--- config.mk ---
export PLATFORM = sky130hd
export DESIGN_NAME = subthread_dep_tracker
export DESIGN_NICKNAME = d
export VERILOG_FILES = /design/src/rtl/sdt_pkg.sv /design/src/rtl/sdt_ctrl_fsm.sv /design/src/rtl/sdt_conflict_scan.sv /design/src/rtl/subthread_dep_tracker.sv
export SDC_FILE = /design/constraint.sdc
export NUM_CORES = 1
export LEC_CHECK = 0
export BUFFER_PORTS_ARGS = -buffer_cell sky130_fd_sc_hd__buf_2
export CORE_MARGIN = 2
export CORE_UTILIZATION = 57
export DETAILED_ROUTE_END_ITERATION = 7
export PLACE_DENSITY_LB_ADDON = 0.12
export SYNTH_ARGS = -nofsm -noshare
export SYNTH_HDL_FRONTEND = slang
export SYNTH_HIERARCHICAL = 1
export SYNTH_SLANG_ARGS = --single-unit
--- constraint.sdc ---
create_clock -name clk -period 4.2 [get_ports clk]
set_clock_uncertainty 0.1 [all_clocks]
set_input_delay 0.42 -clock clk [delete_from_list [all_inputs] [get_ports clk]]
set_output_delay 0.42 -clock clk [all_outputs]
set_load 0.005 [all_outputs]
--- src/rtl/sdt_pkg.sv ---
package sdt_pkg;
    typedef enum logic [0:0] {
        ST_ACTIVE = 1'b0,
        ST_CLEAR  = 1'b1
    } trk_state_e;
endpackage

--- src/rtl/sdt_ctrl_fsm.sv ---
module sdt_ctrl_fsm
    import sdt_pkg::*;
#(
    parameter int LINES = 16
) (
    input  logic                     clk,
    input  logic                     rst_n,
    input  logic                     start,
    output logic                     busy,
    output logic                     sweep_en,
    output logic [$clog2(LINES)-1:0] sweep_line
);
    localparam int LW = $clog2(LINES);
    localparam logic [LW-1:0] LAST = LW'(LINES - 1);

    trk_state_e state_q, state_d;
    logic [LW-1:0] cnt_q;

    // state register
    always_ff @(posedge clk) begin
        if (!rst_n) state_q <= ST_ACTIVE;
        else        state_q <= state_d;
    end

    // next state
    always_comb begin
        state_d = state_q;
        unique case (state_q)
            ST_ACTIVE: if (start) state_d = ST_CLEAR;
            ST_CLEAR:  if (cnt_q == LAST) state_d = ST_ACTIVE;
            default:   state_d = ST_ACTIVE;
        endcase
    end

    // sweep position
    always_ff @(posedge clk) begin
        if (!rst_n)                  cnt_q <= '0;
        else if (state_q == ST_CLEAR) cnt_q <= (cnt_q == LAST) ? '0 : cnt_q + 1'b1;
        else                         cnt_q <= '0;
    end

    // outputs
    always_comb begin
        busy       = 1'b0;
        sweep_en   = 1'b0;
        sweep_line = cnt_q;
        unique case (state_q)
            ST_ACTIVE: begin busy = 1'b0; sweep_en = 1'b0; end
            ST_CLEAR:  begin busy = 1'b1; sweep_en = 1'b1; end
            default:   begin busy = 1'b0; sweep_en = 1'b0; end
        endcase
    end
endmodule

--- src/rtl/sdt_conflict_scan.sv ---
module sdt_conflict_scan #(
    parameter int THREADS = 2,
    parameter int SUBS    = 2
) (
    input  logic [THREADS*SUBS-1:0]    ld_row,
    input  logic [THREADS*SUBS-1:0]    st_row,
    input  logic [$clog2(THREADS)-1:0] who,
    input  logic [$clog2(THREADS)-1:0] oldest,
    output logic                       hit,
    output logic [$clog2(THREADS)-1:0] hit_thread,
    output logic [$clog2(SUBS)-1:0]    hit_sub,
    output logic                       own_store,
    output logic [THREADS-1:0]         store_threads
);
    localparam int TW = $clog2(THREADS);
    localparam int SW = $clog2(SUBS);

    function automatic logic [TW-1:0] rank_of(input logic [TW-1:0] t, input logic [TW-1:0] o);
        return t - o;
    endfunction

    for (genvar g = 0; g < THREADS; g++) begin : g_writers
        assign store_threads[g] = |st_row[g*SUBS +: SUBS];
    end

    assign own_store = store_threads[who];

    logic [TW-1:0] best_rank;
    logic [TW-1:0] who_rank;
    logic [SW-1:0] low_sub;

    always_comb begin
        hit        = 1'b0;
        hit_thread = '0;
        hit_sub    = '0;
        best_rank  = '1;
        low_sub    = '0;
        who_rank   = rank_of(who, oldest);
        for (int t = 0; t < THREADS; t++) begin
            low_sub = '0;
            for (int s = SUBS - 1; s >= 0; s--) begin
                if (ld_row[t*SUBS + s]) low_sub = SW'(s);
            end
            if ((rank_of(TW'(t), oldest) > who_rank) && (|ld_row[t*SUBS +: SUBS]) &&
                (!hit || (rank_of(TW'(t), oldest) < best_rank))) begin
                hit        = 1'b1;
                hit_thread = TW'(t);
                hit_sub    = low_sub;
                best_rank  = rank_of(TW'(t), oldest);
            end
        end
    end
endmodule

--- src/rtl/subthread_dep_tracker.sv ---
module subthread_dep_tracker
    import sdt_pkg::*;
#(
    parameter int THREADS = 2,
    parameter int SUBS    = 2,
    parameter int LINES   = 16
) (
    input  logic                       clk,
    input  logic                       rst_n,
    input  logic                       req_valid,
    input  logic [$clog2(THREADS)-1:0] req_thread,
    input  logic [$clog2(SUBS)-1:0]    req_sub,
    input  logic [$clog2(LINES)-1:0]   req_line,
    input  logic                       req_store,
    input  logic                       commit_req,
    input  logic                       rewind_req,
    input  logic [$clog2(THREADS)-1:0] rewind_thread,
    input  logic [$clog2(SUBS)-1:0]    rewind_sub,
    output logic                       busy,
    output logic [$clog2(THREADS)-1:0] oldest_thread,
    output logic                       resp_valid,
    output logic                       resp_own_dirty,
    output logic                       resp_multi,
    output logic                       viol_valid,
    output logic [$clog2(THREADS)-1:0] viol_thread,
    output logic [$clog2(SUBS)-1:0]    viol_sub
);
    localparam int TW  = $clog2(THREADS);
    localparam int SW  = $clog2(SUBS);
    localparam int LW  = $clog2(LINES);
    localparam int CTX = THREADS * SUBS;
    localparam int CW  = $clog2(CTX);

    logic [CTX-1:0] ld_q [LINES];
    logic [CTX-1:0] st_q [LINES];
    logic [CTX-1:0] clr_mask_q, clr_mask_d;
    logic [TW-1:0]  oldest_q;

    logic          sweep_en;
    logic [LW-1:0] sweep_line;
    logic          cmd_commit, cmd_rewind, acc_go, start;
    logic [CW-1:0] acc_ctx;

    logic               hit, own_store;
    logic [TW-1:0]      hit_thread;
    logic [SW-1:0]      hit_sub;
    logic [THREADS-1:0] store_threads, writers_after;

    // request arbitration: commit, then rewind, then access
    assign cmd_commit = commit_req & ~busy;
    assign cmd_rewind = rewind_req & ~busy & ~commit_req;
    assign acc_go     = req_valid  & ~busy & ~commit_req & ~rewind_req;
    assign start      = cmd_commit | cmd_rewind;
    assign acc_ctx    = CW'(int'(req_thread) * SUBS + int'(req_sub));

    sdt_ctrl_fsm #(.LINES(LINES)) fsm_i (
        .clk        (clk),
        .rst_n      (rst_n),
        .start      (start),
        .busy       (busy),
        .sweep_en   (sweep_en),
        .sweep_line (sweep_line)
    );

    sdt_conflict_scan #(.THREADS(THREADS), .SUBS(SUBS)) scan_i (
        .ld_row        (ld_q[req_line]),
        .st_row        (st_q[req_line]),
        .who           (req_thread),
        .oldest        (oldest_q),
        .hit           (hit),
        .hit_thread    (hit_thread),
        .hit_sub       (hit_sub),
        .own_store     (own_store),
        .store_threads (store_threads)
    );

    // which context bits the coming sweep removes
    always_comb begin
        clr_mask_d = '0;
        for (int k = 0; k < CTX; k++) begin
            if (commit_req)
                clr_mask_d[k] = (TW'(k / SUBS) == oldest_q);
            else
                clr_mask_d[k] = (TW'(k / SUBS) == rewind_thread) && (SW'(k % SUBS) >= rewind_sub);
        end
    end

    always_ff @(posedge clk) begin
        if (!rst_n)     clr_mask_q <= '0;
        else if (start) clr_mask_q <= clr_mask_d;
    end

    // per-line speculative load/store bits
    always_ff @(posedge clk) begin
        if (!rst_n) begin
            for (int i = 0; i < LINES; i++) begin
                ld_q[i] <= '0;
                st_q[i] <= '0;
            end
        end else begin
            if (sweep_en) begin
                ld_q[sweep_line] <= ld_q[sweep_line] & ~clr_mask_q;
                st_q[sweep_line] <= st_q[sweep_line] & ~clr_mask_q;
            end
            if (acc_go) begin
                if (req_store)       st_q[req_line][acc_ctx] <= 1'b1;
                else if (!own_store) ld_q[req_line][acc_ctx] <= 1'b1;
            end
        end
    end

    assign writers_after = store_threads | (req_store ? (THREADS'(1) << req_thread) : '0);

    // registered responses
    always_ff @(posedge clk) begin
        if (!rst_n) begin
            oldest_q       <= '0;
            resp_valid     <= 1'b0;
            resp_own_dirty <= 1'b0;
            resp_multi     <= 1'b0;
            viol_valid     <= 1'b0;
            viol_thread    <= '0;
            viol_sub       <= '0;
        end else begin
            if (cmd_commit) oldest_q <= oldest_q + 1'b1;
            resp_valid     <= acc_go;
            resp_own_dirty <= acc_go & (req_store | own_store);
            resp_multi     <= acc_go & ($countones(writers_after) > 1);
            viol_valid     <= acc_go & req_store & hit;
            if (acc_go & req_store & hit) begin
                viol_thread <= hit_thread;
                viol_sub    <= hit_sub;
            end
        end
    end

    assign oldest_thread = oldest_q;
endmodule

# == After elaboration in Yosys (flattened, before gate mapping) ==
# Memories as Yosys holds them, arrays and structs flattened. A register that Yosys moved wholly into a read port is not among the register bits.
# Index checks and enable logic that the tools add are counted.
# word_totals
regBits,16
mem_bits_rw,128
in_bits,14
output_inout_bits,8
elab_cells,122
memories,2
# classes
addsub,7
order_cmp,9
eq_ne,1
shift,1
muxes,50
bitwise_logic,23
reduce_logical,19
# mem_list
memory,depth,word_bits,rd,rd_clocked_by_memory_dff,wr,line,text
ld_q,16,4,2,1,16,subthread_dep_tracker.sv:34,logic [CTX-1:0] ld_q [LINES];
st_q,16,4,2,1,16,subthread_dep_tracker.sv:35,logic [CTX-1:0] st_q [LINES];
# op_table
operator,count
$mux W4,14
$mux W1,32
$reduce_or A4 Y1,4
$and A1 B1 Y1,10
$and A4 B4 Y4,2
$logic_and A1 B1 Y1,8
$reduce_or A2 Y1,4
$not A1 Y1,7
$add A4 B1 Y4 const B,1
$eq A4 B4 Y1 const B,1
$not A4 Y4,1
$pmux W1 S2,2
$lt A2 B3 Y1 const B,1
$reduce_or A3 Y1,1
$add A1 B1 Y2,1
$add A2 B1 Y2,1
$demux W1 S2,1
$ge A1 B1 Y1 const A,2
$ge A2 B1 Y1 const B,1
$gt A1 B1 Y1,2
$gt A2 B1 Y1 const B,1
$lt A1 B2 Y1 const B,1
$mux W2,1
$or A1 B1 Y1,2
other kinds (8),9

# == Logic depth before layout (Yosys ltp) ==
# Gate-level depths: netlist of run 1.
# depth
word_depth,11
ltp_mapped,12
ltp_nobuf,9

# == Hierarchy ==
# Netlist of run 1, hierarchy kept.
# by_module_without_submodules
mod,n_inst,cells_each,area_per_inst_um2
subthread_dep_tracker,1,840,7706.1
sdt_ctrl_fsm,1,19,190.2
sdt_conflict_scan,1,10,70.1

# == Worst setup path before layout of run 1 ==
# Ideal clock, no wire load.
# synth_timing
kind,in2reg
start,input port req_line[0]
end,memory ld_q[7][3] (netlist bit)
arrival_time_ns,3.769
path_slack_ns,0.249
stages,12
n_path_buf,4
cell_sequence,buf_2 buf_1 mux4_2 a22oi_1 nand2_1 or2_2 mux2_2 or3b_2 or4_4 buf_6 buf_8 o221ai_2
# synth_rtl
element,line,text
start: declaration,subthread_dep_tracker.sv:13,"input logic [$clog2(LINES)-1:0] req_line,"
end: declaration,subthread_dep_tracker.sv:34,

==> results of run 1 <==
## sequential cells by signal (all words and copies together) (netlist names)
signal / count
clr_mask_q: 4
fsm_i/state_q: 1
fsm_i/sweep_line: 4
ld_q: 64
oldest_thread: 1
resp_multi: 1
resp_own_dirty: 1
resp_valid: 1
st_q: 64
viol_sub: 1
viol_thread: 1
viol_valid: 1
## metal layers
layer  vias to the layer above  GRT usage
li1                       3360          -
met1                      3805      0.521
met2                       577      0.561
met3                       116      0.109
met4                         0      0.236
met5                         -          0
## power by group through the flow
stage / registers [mW] / clock network [mW] / logic [mW]
global placement: 1.47 / 0 / 0.370
finish: 1.44 / 1.49 / 0.396
detailed placement: 1.47 / 0 / 0.378
CTS: 1.44 / 1.49 / 0.379
global route: 1.45 / 1.55 / 0.415
floorplan: 1.44 / 0 / 0.257
## critical path, stage by stage
cell	delay, ps
buf_2	300
buf_12	240
mux4_2	520
a22oi_1	230
nand2_1	110
or2_2	320
mux2_2	310
or3b_2	500
or4_4	600
o2bb2a_4	250
o21ai_1	80
## cells in the final DEF (no fill, tap or decap), drive strengths merged, types with 2 or more instances in the layout
cell     synthesis  routed
nand3           17      17
o211ai           3       3
bufinv           0       2
mux2i           64      64
nor3b            3       3
clkinv           0       8
nor4             4       4
and4             2       2
mux2             2       2
nor2            43      43
or2              3       3
o21a            13      13
o21ai           67      67
mux4            32      32
clkbuf          34      21
nand2          174     174
a31oi            4       4
a22oi          102     102
o2bb2a           5       5
nor3             9       9
dfxtp          144     144
or4b             2       2
a21oi            5       5
buf             22      39
nand4            5       5
a2bb2oi          2       2
nand2b           8       8
inv              7       7
nand3b           2       2
a32oi            2       2
nor2b            7       7
o221ai          64      64
and2             2       2
or3              4       4
xor2             2       2
## final cells by class
cell class	instances	share of cell area
clock buffers	21	0.0512
clock inverters	11	0.0131
inverters	7	0.00299
multi-input cells	662	0.548
flip-flops and latches	144	0.328
well taps	180	0.0256
repair buffers	39	0.0316
## how the worst max path moves through the flow
stage / endpoint / cells after the start / start
floorplan: ld_q[7][3] / 12 / req_line[0]
global placement: ld_q[11][3] / 11 / req_line[0]
detailed placement: ld_q[4][3] / 11 / req_line[0]
CTS: ld_q[4][3] / 11 / req_line[0]
global route: ld_q[4][3] / 11 / req_line[0]
finish: ld_q[4][3] / 11 / req_line[0]
## metrics by stage
step | setup WS [ps] | utilization
detailed placement | 175 | 0.598
CTS | 596 | 0.639
global route | 488 | 0.639
global placement | 270 | 0.598
floorplan | 249 | -
finish | 551 | 0.639
## cell usage after synthesis, types with 9 or more instances
master / count / area (um2)
nand3_1: 16 / 80.1
o21ai_0: 24 / 120
mux2i_1: 64 / 641
nand2_1: 174 / 653
dfxtp_1: 144 / 2880
o221ai_2: 10 / 150
nor2_1: 42 / 158
o21a_1: 13 / 97.6
nor3_1: 9 / 45.0
buf_2: 12 / 60.1
o21ai_1: 43 / 215
mux4_2: 32 / 721
clkbuf_1: 34 / 128
o221ai_1: 54 / 473
a22oi_1: 102 / 766
## logic make-up (layout without fill, tap and decap cells)
kind of cell | count (synthesis) | after routing | share of synthesized area
xor+xnor | 3 | 3 | 0.00330
compound gates | 270 | 270 | 0.258
mux | 98 | 98 | 0.174
flops | 144 | 144 | 0.362
buf+inv | 63 | 78 | 0.0353
fa+ha+maj | 1 | 1 | 0.00157
simple gates | 290 | 290 | 0.166
==> metrics.md, run 1 <==
| Metric | Value |
|---|---|
| Status | completed |
| IO Port Bufs | 21 |
| Routed wire length | approximately 29000 um |
| Cell area after layout | between 8000 and 9000 um2 |
| Clk pwr share | 0.447 |
| Rows | between 40 and 50 |
| # resized after CTS | 0 |
| Placed cell areas | 8240 um2 |
| Syn_nets | 884 |
| Metal-1 WL | 11100 um |
| Hold Path Class | input pin to register |
| Mean Syn Cell Area | 9.17 um2 |
| Setup crit start kind | input pin |
| Die footprint | 14900 um2 |
| Sw Share | 0.285 |
| Clk root buf | clkbuf_16 |
| Inserted Diodes | 0 |
| Max VDD drop | slightly above 300 uV |
| Reg2reg setup slack | 820 ps |
| Nets | 886 |
| Final non-filler cell total | 1064 |
| Total core area | 13800 um2 |
| Initial DRC Count | roughly 1300 |
| Setup Total Neg Slack | 0 ps |
| Layout area overhead | 10.5% |
| Total GRT Usage | 0.390 |
| Hold path depth | 3 |
| Worst skew pair latency | 430 ps |
| Crit. End Element | register |
| Final Cycle Share | 0.869 |
| Layout cells sized above 1 | 0.152 |
| Multi-input logic area | 4820 um2 |
| Antenna-violating nets left | 0 |
| TritonCTS clock tree | built |
| Largest net degree at the start of global routing | 48 |
| Syn. warnings | 6 |
| Max Slew Vio Count | 0 |
| Post-synth EDFFs | 0 |
| Highest routed layer | met4 |
| Initial Util | 0.578 |
| Pleak | 2.73 nW |
| Reg-to-Reg End | ld_q[4][3] |
| Slew @ Worst Pin | around 1300 ps |
| Post-synth cell types | 56 |
| Post-synthesis sequential area ratio | 0.362 |
| Clock Sinks | about 140 |
| First-pass GRT wire length | 42900 um |
| Comb power frac | 0.119 |
| Pwr Total | approximately 3.3 mW |
| Cts hold-fix bufs | 0 |
| R2R Path Start | st_q[3][2] |
| Data arrival, critical path | slightly below 4000 ps |
| DP Cell Count | between 1000 and 1500 |
| H-tree levels | 4 |
| Residual DRC | 0 |
| Die H | ~120 um |
| Maximum clock rate | 0.274 GHz |
| Post-CTS Setup Bufs | 0 |
| Endpoints failing setup | 0 |
| Maximum fanout along the worst path | 19 |
| Max Cap Viol | 0 |
| Hold_ws | 209 ps |
| Vias in the first global route | 7495 |
| Die width | 122 um |
| Crit Path Category | input pin to register |
| Reg2Reg Depth | 9 |
| Crit path time final | 3650 ps |
| Worst Hold Launch | rewind_sub |
| FF+latch count, synth | between 100 and 150 |
| WL met3 | 3490 um |
| Post-detail-place hpwl | 19400 um |
| Required @ worst endpoint | roughly 4500 ps |
| Fillers | 1175 |
| Final Hold Vio Count | 0 |
| Reg power frac | 0.434 |
| DR pass1 iterations | 6 |
| Met2 wire length | 12700 um |
| Via-to-Cell Ratio | about 7.4 |
| Hold endpoint | clr_mask_q[2] |
| Wire length per cell | approximately 27 um |
| CTS buffer count | 17 |
| Gr ovfl total | 0 |
| Synth Cell Area | 7970 um2 |
| I/O pin total | 22 |
| Gpl congestion | 0.976 |
| Initial antenna violation count | 0 |
| Net Switching | 947 uW |
| Gate Count Post-Synth | 869 |
| Internal power | roughly 2.4 mW |
| Top_reg_cell synth | dfxtp_1 |
| PwrDens | 378 nW/um2 |
| Post-synth ARST share | 0 |
| Worst-path clk slew | 60 ps |
| RSZ-0062 raised after global routing | no |
| Register area | 2890 um2 |
| Routed vias | 7858 |
| Slew margin rel. | 0.122 |
| Maximum root-to-sink buffer count | 2 |
(Power assumes the default switching activity.)
==> run 2: changes to the inputs <==
--- a/config.mk
+++ b/config.mk
@@ -7,7 +7,7 @@
 export LEC_CHECK = 0
 export BUFFER_PORTS_ARGS = -buffer_cell sky130_fd_sc_hd__buf_2
 export CORE_MARGIN = 2
-export CORE_UTILIZATION = 57
+export CORE_UTILIZATION = 36
 export DETAILED_ROUTE_END_ITERATION = 7
 export PLACE_DENSITY_LB_ADDON = 0.12
 export SYNTH_ARGS = -nofsm -noshare
==> metrics.md, run 2 (synthesis gave the netlist of run 1 again) <==
| Metric | Value |
|---|---|
| Commonest cells after routing, fill and taps aside | 174 x nand2_1, 143 x dfxtp_1, 102 x a22oi_1, 64 x mux2i_1, 54 x o221ai_1 |
| Register area | 2890 um2 |
| Layout area overhead | 12.8% |
| Nets | 890 |
| Hold path depth | 3 |
| Die width | 153 um |
| Setup crit start kind | input pin |
| Top Registers | ld_q: 64 flops, st_q: 64 flops |
| Data arrival, critical path | ~3800 ps |
| Most common cell after layout, fill and taps aside | nand2_1 |
| Maximum fanout along the worst path | 17 |
| Routed vias | 7513 |
| Vias in the first global route | 7044 |
| CTS buffer count | 17 |
| Clock Sinks | 144 |
| First-pass GRT wire length | 45400 um |
| DR pass1 iterations | 6 |
| Routed wire length | 30900 um |
| RSZ-0062 raised after global routing | no |
| Rows | 54 |
| Max Slew Vio Count | 0 |
| Gpl congestion | about 0.88 |
| # resized after CTS | 0 |
| Die H | about 150 um |
| Initial DRC Count | 816 |
| Worst-path clk slew | ~60 ps |
| Crit Path Category | input pin to register |
| TritonCTS clock tree | built |
| Initial Util | 0.366 |
| Post-layout util | 0.413 |
| Total core area | 21800 um2 |
| Total GRT Usage | 0.261 |
| Final Hold Vio Count | 0 |
| PwrDens | 385 nW/um2 |
| Via-to-Cell Ratio | 6.43 |
| Die footprint | 23300 um2 |
| Hold endpoint | clr_mask_q[2] |
| Max VDD drop | 235 uV |
| Reg2Reg Depth | 9 |
| Largest net degree at the start of global routing | between 40 and 50 |
| H-tree levels | 4 |
| Maximum root-to-sink buffer count | 2 |
| Antenna-violating nets left | 0 |
| Hold Path Class | input pin to register |
| Required @ worst endpoint | roughly 4500 ps |
| I/O pin total | 22 |
| Reg2reg setup slack | 880 ps |
| Reg-to-Reg End | ld_q[11][3] |
| Crit. End Element | register |
| Endpoints failing setup | 0 |
| Pleak | about 2.8 nW |
| Max Cap Viol | 0 |
| Post-detail-place hpwl | roughly 21000 um |
| Multi-input logic area | 4820 um2 |
| Clk root buf | clkbuf_16 |
| Post-CTS Setup Bufs | 0 |
| Residual DRC | 0 |
| Worst skew pair latency | 430 ps |
| Status | completed |
| Fillers | 2207 |
| Setup Total Neg Slack | 0 ps |
| Layout cells sized above 1 | 0.155 |
| Slew @ Worst Pin | about 1300 ps |
| Gr ovfl total | 0 |
| Cts hold-fix bufs | 0 |
| Final Cycle Share | 0.834 |
| Initial antenna violation count | 1 |
| Worst Hold Launch | rewind_sub |
| Maximum clock rate | 0.285 GHz |
| Crit path time final | 3500 ps |
| R2R Path Start | st_q[3][2] |
| Slew margin rel. | 0.0924 |
| Hold_ws | 189 ps |
| Wire length per cell | roughly 26 um |
| IO Port Bufs | 21 |
## run 2: layout make-up
type	count	share of cell area
tap	280	0.0390
inverter	7	0.00292
clock inverter	10	0.0149
antenna	1	0.000278
timing repair buffer	43	0.0329
multi-input combinational	662	0.536
sequential	144	0.321
clock buffer	22	0.0528
## run 2: per-layer routing
layer  vias to the layer above  wire length [um]  global-route usage  share of wire
li1                       3375                 -                   -              -
met1                      3703             13300               0.357           0.43
met2                       370             14300               0.410           0.46
met3                        65              2410              0.0489          0.078
met4                         0               916              0.0948          0.030
met5                         -                 0                   0              0
## run 2: worst max-delay path, stage by stage
cell and delay, ps:
buf_2 140, buf_4 320, mux4_2 550, a22oi_1 220, nand2_1 80, or2_2 310, mux2_2 310, or3b_2 480
or4_4 600, o2bb2a_4 270, o21ai_1 60
## run 2: report_power, final
group          internal, mW  switching [mW]  total [mW]
combinational         0.110           0.297       0.407
sequential             1.39          0.0543        1.44
clock                 0.979           0.629        1.61
total                  2.48           0.980        3.46
## run 2: how the worst max path moves through the flow
stage / start / endpoint / slack [ps] / cells past startpoint
final: req_line[0] / ld_q[11][3] / 700 / 11
after global routing: req_line[0] / ld_q[4][3] / 550 / 11
after CTS: req_line[0] / ld_q[11][3] / 700 / 11
after detailed placement: req_line[0] / ld_q[11][3] / 260 / 11
after global placement: req_line[0] / ld_q[11][3] / 310 / 11
after floorplan: req_line[0] / ld_q[7][3] / 250 / 12
## run 2: per-stage QoR
stage / setup WS, ps / std cells / total power, mW / cell area [um2]
2_1_floorplan: 249 / 869 / 1.70 / 7970
3_3_place_gp: 307 / 1136 / 1.87 / 8380
3_5_place_dp: 258 / 1136 / 1.87 / 8380
4_1_cts: 703 / 1168 / 3.46 / 8980
5_1_grt: 546 / 1168 / 3.56 / 8980
6_report: 696 / 1169 / 3.46 / 8990
==> run 3: changes to the inputs <==
==> constraint.sdc (replaced) <==
create_clock -name clk -period 3.2 [get_ports clk]
set_clock_uncertainty 0.1 [all_clocks]
set_input_delay 0.32 -clock clk [delete_from_list [all_inputs] [get_ports clk]]
set_output_delay 0.32 -clock clk [all_outputs]
set_load 0.005 [all_outputs]
==> metrics.md, run 3 (synthesis gave the netlist of run 1 again) <==
| Metric | Value |
|---|---|
| Pwr Total | roughly 4.4 mW |
| Die H | 153 um |
| Layout cells sized above 1 | 0.184 |
| Gr ovfl total | 0 |
| Critical path origin | st_q[11][0] |
| PwrDens | 480 nW/um2 |
| Layout area overhead | 15.5% |
| Post-layout util | 0.423 |
| Setup crit start kind | register |
| TritonCTS clock tree | built |
| H-tree levels | 4 |
| Hold Path Class | input pin to register |
| Crit path time final | 3100 ps |
| Largest net degree at the start of global routing | 43 |
| Max stage delay on crit path | 590 ps |
| Slew margin rel. | 0.338 |
| Crit Path Category | register to register |
| Final Cycle Share | 0.968 |
| Inserted Diodes | 0 |
| Max VDD drop | 261 uV |
| IO Port Bufs | 21 |
| Crit-path cells | mux4_2 > a22oi_2 > nand2_1 > or2_4 > mux2_4 > or3b_4 > or4_4 > o2bb2a_4 > o21ai_1 |
| Wire length per cell | 25.9 um |
| Die footprint | 23300 um2 |
| Routed vias | 7585 |
| Endpoints failing setup | 0 |
| Register area | 2890 um2 |
| Routed wire length | 30900 um |
| Slew @ Worst Pin | between 900 and 1000 ps |
| Clk root buf | clkbuf_16 |
| Initial Util | 0.366 |
| Most Used Layer, Global Route | met2 |
| Most common cell after layout, fill and taps aside | nand2_1 |
| Nets | 916 |
| DR pass1 iterations | 5 |
| CTS buffer count | 17 |
| I/O pin total | 22 |
| Worst Hold Launch | rewind_sub |
| Met3 Track Usage GR | 0.0555 |
| R2R Path Start | st_q[11][0] |
| Maximum root-to-sink buffer count | 2 |
| Maximum clock rate | roughly 0.32 GHz |
| First-pass GRT wire length | 46500 um |
| Antenna-violating nets left | 0 |
| Gpl congestion | 0.886 |
| Residual DRC | 0 |
| Top Registers | ld_q: 64 flops, st_q: 64 flops |
| Total core area | 21800 um2 |
| Initial DRC Count | 768 |
| Total GRT Usage | 0.265 |
| Max Slew Vio Count | 0 |
| Worst skew pair latency | 430 ps |
| Commonest cells after routing, fill and taps aside | 174 x nand2_1, 143 x dfxtp_1, 99 x a22oi_1, 64 x mux2i_1, 54 x o221ai_1 |
| Critical path's slowest cell | or4_4 |
| Via-to-Cell Ratio | 6.35 |
| RSZ-0062 raised after global routing | no |
| Crit. End Element | register |
| Fillers | 2174 |
| Post-detail-place hpwl | 21200 um |
| Max Cap Viol | 0 |
| Clock Sinks | between 100 and 150 |
| Post-CTS Setup Bufs | 0 |
| Initial antenna violation count | 0 |
| Met1 usage | 0.368 |
| Data arrival, critical path | 3350 ps |
| Final Hold Vio Count | 0 |
| Die width | ~150 um |
| Worst-path clk slew | 60 ps |
| Met2 usage | 0.404 |
| Cts hold-fix bufs | 0 |
| Vias in the first global route | 7169 |
| Rows | 54 |
| Required @ worst endpoint | 3460 ps |
| Multi-input logic area | 4840 um2 |
| Pleak | 2.90 nW |
| Maximum fanout along the worst path | 16 |
| Status | completed |
run 3: power by group:
| group | switching [mW] | total, mW | internal [mW] |
|---|---|---|---|
| combinational | 0.405 | 0.567 | 0.162 |
| sequential | 0.0606 | 1.88 | 1.82 |
| clock | 0.801 | 1.97 | 1.17 |
| total | 1.27 | 4.42 | 3.15 |
run 3: area by class of cell:
type                            count  area share
Sequential cell                   144       0.314
Inverter                            7     0.00286
Clock inverter                      9     0.00871
Multi-Input combinational cell    662       0.526
Clock buffer                       23      0.0541
Tap cell                          280      0.0381
Timing Repair Buffer               69      0.0564
run 3: critical path: cells and delay by family, from the launching register on:
kind	cells	cell delay [ps]
and+or+nand+nor	4	1280
muxes	2	780
AOI/OAI and AO/OA	3	520
DFF	1	340
run 3: timing repair:
action                                  4_1_cts  5_1_grt
hold endpoints to repair                      0        0
gates resized for setup                       0        4
endpoints found under the setup margin        0        5
run 3: stage by stage:
stage	setup TNS (ps)	std cells	hold WS, ps	setup slack, ps	instance area (um2)
floorplan	-166	869	340	-29.7	8050
global placement	-6630	1162	365	-285	8600
detailed placement	-6670	1162	364	-311	8600
CTS	0	1194	79.3	67.5	9180
global route	0	1194	106	2.67	9200
finish	0	1194	86.0	104	9200
run 3: final timing paths:
path                         to  slack, ps  cells past startpoint
setup / recovery    ld_q[11][3]        100                      9
hold / removal    clr_mask_q[2]         90                      3
setup reg to reg    ld_q[11][3]        100                      9
hold reg to reg     viol_thread        370                      2
run 3: per-layer routing:
metal,wire [um],share of wire,vias up
met5,0,0,-
met4,1000,0.032,0
met3,2380,0.077,65
met2,14000,0.45,346
met1,13500,0.44,3765
li1,-,-,3409
